$ cat src/rtl/pasid_term_pkg.sv
package pasid_term_pkg;

  localparam int unsigned DEF_DATA_W  = 32;
  localparam int unsigned DEF_PASID_W = 20;

  typedef enum logic [1:0] {
    TS_IDLE = 2'd0,
    TS_REQ  = 2'd1,
    TS_WAIT = 2'd2
  } term_state_t;

endpackage

$ cat src/rtl/pasid_term_rst_sync.sv
module pasid_term_rst_sync #(
  parameter int unsigned STAGES = 2
) (
  input  logic clk,
  input  logic rst_n,
  output logic rst_sync_n
);

  logic [STAGES-1:0] sync_q;
  logic [STAGES-1:0] sync_d;

  always_comb begin
    sync_d = {sync_q[STAGES-2:0], 1'b1};
  end

  always_ff @(posedge clk or negedge rst_n) begin
    if (!rst_n) sync_q <= '0;
    else        sync_q <= sync_d;
  end

  assign rst_sync_n = sync_q[STAGES-1];

endmodule

$ cat src/rtl/pasid_term_wrdec.sv
module pasid_term_wrdec #(
  parameter int unsigned PASID_W = 20
) (
  input  logic               cfg_wr,
  input  logic [PASID_W:0]   wr_field,
  input  logic               busy,
  output logic               load_pasid,
  output logic               start,
  output logic [PASID_W-1:0] new_pasid
);

  localparam int unsigned FLAG_BIT = PASID_W;

  logic accept;

  always_comb begin
    accept     = cfg_wr && !busy;
    load_pasid = accept;
    start      = accept && wr_field[FLAG_BIT];
    new_pasid  = wr_field[PASID_W-1:0];
  end

endmodule

$ cat src/rtl/pasid_term_fsm.sv
module pasid_term_fsm
  import pasid_term_pkg::*;
(
  input  logic clk,
  input  logic rst_n,
  input  logic start,
  input  logic term_ack,
  output logic busy,
  output logic req_pulse
);

  term_state_t state_q;
  term_state_t state_d;

  always_comb begin
    state_d = state_q;
    unique case (state_q)
      TS_IDLE: if (start)    state_d = TS_REQ;
      TS_REQ:  state_d = term_ack ? TS_IDLE : TS_WAIT;
      TS_WAIT: if (term_ack) state_d = TS_IDLE;
      default: state_d = TS_IDLE;
    endcase
  end

  always_ff @(posedge clk or negedge rst_n) begin
    if (!rst_n) state_q <= TS_IDLE;
    else        state_q <= state_d;
  end

  assign busy      = (state_q != TS_IDLE);
  assign req_pulse = (state_q == TS_REQ);

endmodule

$ cat src/rtl/pasid_term_store.sv
module pasid_term_store #(
  parameter int unsigned W = 20
) (
  input  logic         clk,
  input  logic         rst_n,
  input  logic         en,
  input  logic [W-1:0] d,
  output logic [W-1:0] q
);

  logic [W-1:0] q_d;

  always_comb begin
    q_d = en ? d : q;
  end

  always_ff @(posedge clk or negedge rst_n) begin
    if (!rst_n) q <= '0;
    else        q <= q_d;
  end

endmodule

$ cat src/rtl/pasid_term_ctrl.sv
module pasid_term_ctrl
  import pasid_term_pkg::*;
#(
  parameter int unsigned DATA_W  = DEF_DATA_W,
  parameter int unsigned PASID_W = DEF_PASID_W
) (
  input  logic               clk,
  input  logic               rst_n,
  input  logic               cfg_wr,
  input  logic [DATA_W-1:0]  cfg_wdata,
  output logic [DATA_W-1:0]  cfg_rdata,
  output logic               term_req,
  output logic [PASID_W-1:0] term_pasid,
  input  logic               term_ack
);

  localparam int unsigned FLAG_BIT = PASID_W;
  localparam int unsigned PAD_W    = DATA_W - PASID_W - 1;

  logic               rst_sync_n;
  logic               busy;
  logic               load_pasid;
  logic               start;
  logic [PASID_W-1:0] new_pasid;
  logic [PASID_W-1:0] pasid_q;
  logic               unused_wdata_hi;

  assign unused_wdata_hi = ^cfg_wdata[DATA_W-1:FLAG_BIT+1];

  pasid_term_rst_sync #(.STAGES(2)) u_rst (
    .clk        (clk),
    .rst_n      (rst_n),
    .rst_sync_n (rst_sync_n)
  );

  pasid_term_wrdec #(.PASID_W(PASID_W)) u_wrdec (
    .cfg_wr     (cfg_wr),
    .wr_field   (cfg_wdata[FLAG_BIT:0]),
    .busy       (busy),
    .load_pasid (load_pasid),
    .start      (start),
    .new_pasid  (new_pasid)
  );

  pasid_term_fsm u_fsm (
    .clk       (clk),
    .rst_n     (rst_sync_n),
    .start     (start),
    .term_ack  (term_ack),
    .busy      (busy),
    .req_pulse (term_req)
  );

  pasid_term_store #(.W(PASID_W)) u_store (
    .clk   (clk),
    .rst_n (rst_sync_n),
    .en    (load_pasid),
    .d     (new_pasid),
    .q     (pasid_q)
  );

  assign term_pasid = pasid_q;
  assign cfg_rdata  = {{PAD_W{1'b0}}, busy, pasid_q};

endmodule

$ cat config.mk
export PLATFORM = sky130hd
export DESIGN_NAME = pasid_term_ctrl
export DESIGN_NICKNAME = d
export VERILOG_FILES = /design/src/rtl/pasid_term_pkg.sv /design/src/rtl/pasid_term_rst_sync.sv /design/src/rtl/pasid_term_wrdec.sv /design/src/rtl/pasid_term_fsm.sv /design/src/rtl/pasid_term_store.sv /design/src/rtl/pasid_term_ctrl.sv
export SDC_FILE = /design/constraint.sdc
export NUM_CORES = 1
export LEC_CHECK = 0
export BUFFER_PORTS_ARGS = -buffer_cell sky130_fd_sc_hd__buf_2
export CAP_MARGIN = 20
export CORE_UTILIZATION = 42
export DETAILED_ROUTE_END_ITERATION = 7
export GPL_ROUTABILITY_DRIVEN = 0
export PLACE_DENSITY = 0.87
export SETUP_SLACK_MARGIN = 0.02
export SYNTH_ARGS = -nofsm -noshare
export SYNTH_HDL_FRONTEND = slang
export SYNTH_SLANG_ARGS = --single-unit
$ cat constraint.sdc
create_clock -name clk -period 1.4 [get_ports clk]
set_input_delay 0.14 -clock clk [delete_from_list [all_inputs] [get_ports clk]]
set_output_delay 0.14 -clock clk [all_outputs]
set_load 0.1 [all_outputs]
==> results.sh <==
export IMPL_wl_um=1870
export IMPL_numPortBuffers=66
export IMPL_cpLargestDelayFamily="flip-flops"
export IMPL_yosysMostFrequentCell="buf_4"
export IMPL_ys_warnings_count=0
export IMPL_drv_cap=0
export IMPL_grt_max_degree=23
export IMPL_synth_top_family_by_area="buffers and inverters"
export IMPL_synth_simple_area_share_pct=3.18
export IMPL_cp_end_kind="output pin"
export IMPL_critPathLaunch="u_fsm.state_q[1]"
export IMPL_core_area_sq_mm=0.00252
export IMPL_status="complete, but fails checks"
export IMPL_seq_area_frac_synth_pct=52.6
export IMPL_fin_nets=175
export IMPL_area_delta_synth_final_pct=27.2
export IMPL_first_iter_violations=1
export IMPL_hp_start="cfg_wdata[20]"
export IMPL_grt_pass1_vias=625
export IMPL_tns_ns=-0.0305
export IMPL_period_share_pct=101
export IMPL_grt_total_usage_pct=13.5
export IMPL_synthTopCellsByCount="buf_4 (32), dfrtp_1 (24), mux2_2 (19), buf_6 (2), conb_1 (2)"
export IMPL_numCtsBuffers=3
export IMPL_synthMuxAreaShare_pct=19.7
export IMPL_crit_path_start_kind="flop"
export IMPL_clockRootBuffer="clkbuf_4"
export IMPL_yosysTopAreaCellShare_pct=52.6
export IMPL_crit_buf_inv=2
export IMPL_cts_sinks=24
export IMPL_worstHoldPathType="input pin to flop"
export IMPL_ys_async_sr_fraction_pct=100
export IMPL_yosys_top_cells_area="dfrtp_1 (53%), buf_4 (21%), mux2_2 (19%), buf_6 (2.0%), nor3b_2 (1.1%)"
export IMPL_cp_arrival_ns=1.28
export IMPL_synthCells=86
export IMPL_synth_fa_ha_area_share_pct=0
export IMPL_grt_ovfl_total=0
export IMPL_cp_cell_sequence="buf_6, or2_4, buf_12"
export IMPL_hold_viol=0
export IMPL_synth_xor_area_share_pct=0.768
export IMPL_path_clk_slew_ns=0.13
export IMPL_vias=750
export IMPL_grt_pass1_wl_um=2730
export IMPL_violations="setup timing"
export IMPL_wl_per_cell_um=11.1
export IMPL_slew_violations=0
export IMPL_synth_compound_gate_area_share_pct=0
export IMPL_die_h_um=54.1
export IMPL_worstPathRequired_ns=1.26
export IMPL_yosys_register_bits=24
export IMPL_syn_area_sq_mm=0.00114
export IMPL_synth_edf_count=0
export IMPL_timing_fmax_mhz=706
export IMPL_synth_cell_type_count=12
export IMPL_drive_above_1_share_pct=84.1
export IMPL_cpMaxStageDelayCell="dfrtp_1"
export IMPL_dieArea_sq_mm=0.00293
export IMPL_drc_errors=0
export IMPL_r2r_start="u_fsm.state_q[0]"
export IMPL_final_area_sq_mm=0.00145
export IMPL_path_class="flop to output pin"
export IMPL_rows=18
export IMPL_critPathMaxStageDelay_ns=0.44
export IMPL_clk_latency_ns=0.30
export IMPL_h_tree_depth=1
export IMPL_antenna_found_initial=0
export IMPL_yosys_area_top_type="dfrtp_1"
export IMPL_ios=89
export IMPL_tritoncts="built"
export IMPL_syn_mean_instance_area_sq_um=13.3
export IMPL_fp_dieW_um=54.1
export IMPL_detail_route_antenna_nets=0
export IMPL_synth_ff_type="dfrtp_1"
export IMPL_vias_per_cell=4.46
export IMPL_diodes=0
export IMPL_start_util_pct=45.2
export IMPL_layout_setup_ws_ns=-0.0171
export IMPL_period_needed_ns=1.42
export IMPL_grt_setup_unrepaired="true"
export IMPL_timing_clock_skew_ns=0.00685
export IMPL_first_pass_iters=2
export IMPL_dpl_cell_area_sq_mm=0.00137
export IMPL_setup_viol=2
export IMPL_final_core_util_pct=57.5
export IMPL_worstPathMaxFanout=3
export IMPL_cts_buffer_depth=2
## final timing paths
path                               endpoint  slack [ns]  depth (start not counted)
max in group asynchronous     u_store.q[19]        0.93                          1
setup / recovery              cfg_rdata[20]       -0.02                          3
hold reg to reg            u_fsm.state_q[1]        0.23                          1
hold / removal             u_fsm.state_q[0]        0.03                          2
setup reg to reg              u_store.q[18]        0.06                          3
min in group asynchronous   u_rst.sync_q[0]        0.12                          2
## area by class of cell
type / instances / area (sq um)
sequential: 24 / 627
tap: 30 / 37.5
multi-input combinational: 38 / 324
timing repair buffer: 72 / 427
fill: 215 / 1070
clock buffer: 4 / 36.3
## what timing repair did
action / in CTS / in global routing
hold buffers: 2 / 0
pin swaps: 1 / 0
setup endpoints to repair: 2 / 8
resized for setup: 6 / 1
buffers inserted: 1 / 0
hold endpoints to repair: 3 / 0
## routing by layer
| layer | global-route usage, % | vias to the layer above | share of wire, % |
|---|---|---|---|
| met2 | 25.6 | 55 | 52 |
| met1 | 13.8 | 352 | 38 |
| li1 | - | 341 | - |
| met3 | 3.39 | 2 | 9.3 |
| met5 | 0 | - | 0 |
| met4 | 5.13 | 0 | 0.70 |
## through the flow
step	cells	worst slack, ns	hold WS [ns]
floorplan	96	0.0844	-0.156
global placement	161	0.112	-0.0739
detailed placement	161	0.0732	-0.0647
CTS	168	-0.0367	0.0235
global route	168	-0.0616	0.0266
finish	168	-0.0171	0.0328
## kinds of logic (layout without fill, tap and decap cells)
| logic type | Yosys count | count (layout) |
|---|---|---|
| flops | 24 | 24 |
| buf+inv | 34 | 76 |
| simple gates | 5 | 5 |
| mux | 20 | 20 |
| other cells | 2 | 12 |
| xor+xnor | 1 | 1 |
## sequential cells by signal (all words and copies together), names as in the netlist
name and flops:
u_fsm.state_q 2, u_rst.sync_q 2, u_store.q 20
## worst register-to-register path, cell delays in order, from the launching register on
cell and delay (ns):
dfrtp_2 0.47, nor3b_4 0.22, buf_12 0.19, mux2_2 0.36
## cells in the final DEF (no fill, tap or decap), drive strengths merged
master | netlist | layout
and2 | 1 | 1
and2b | 1 | 1
buf | 34 | 70
clkbuf | 0 | 4
conb | 2 | 12
dfrtp | 24 | 24
dlygate4sd3 | 0 | 2
mux2 | 20 | 20
nor2 | 1 | 1
nor3b | 1 | 1
or2 | 1 | 1
xnor2 | 1 | 1
Power is not shown: default switching activity piles up to over one toggle a cycle in this logic, so the estimate is an artifact.
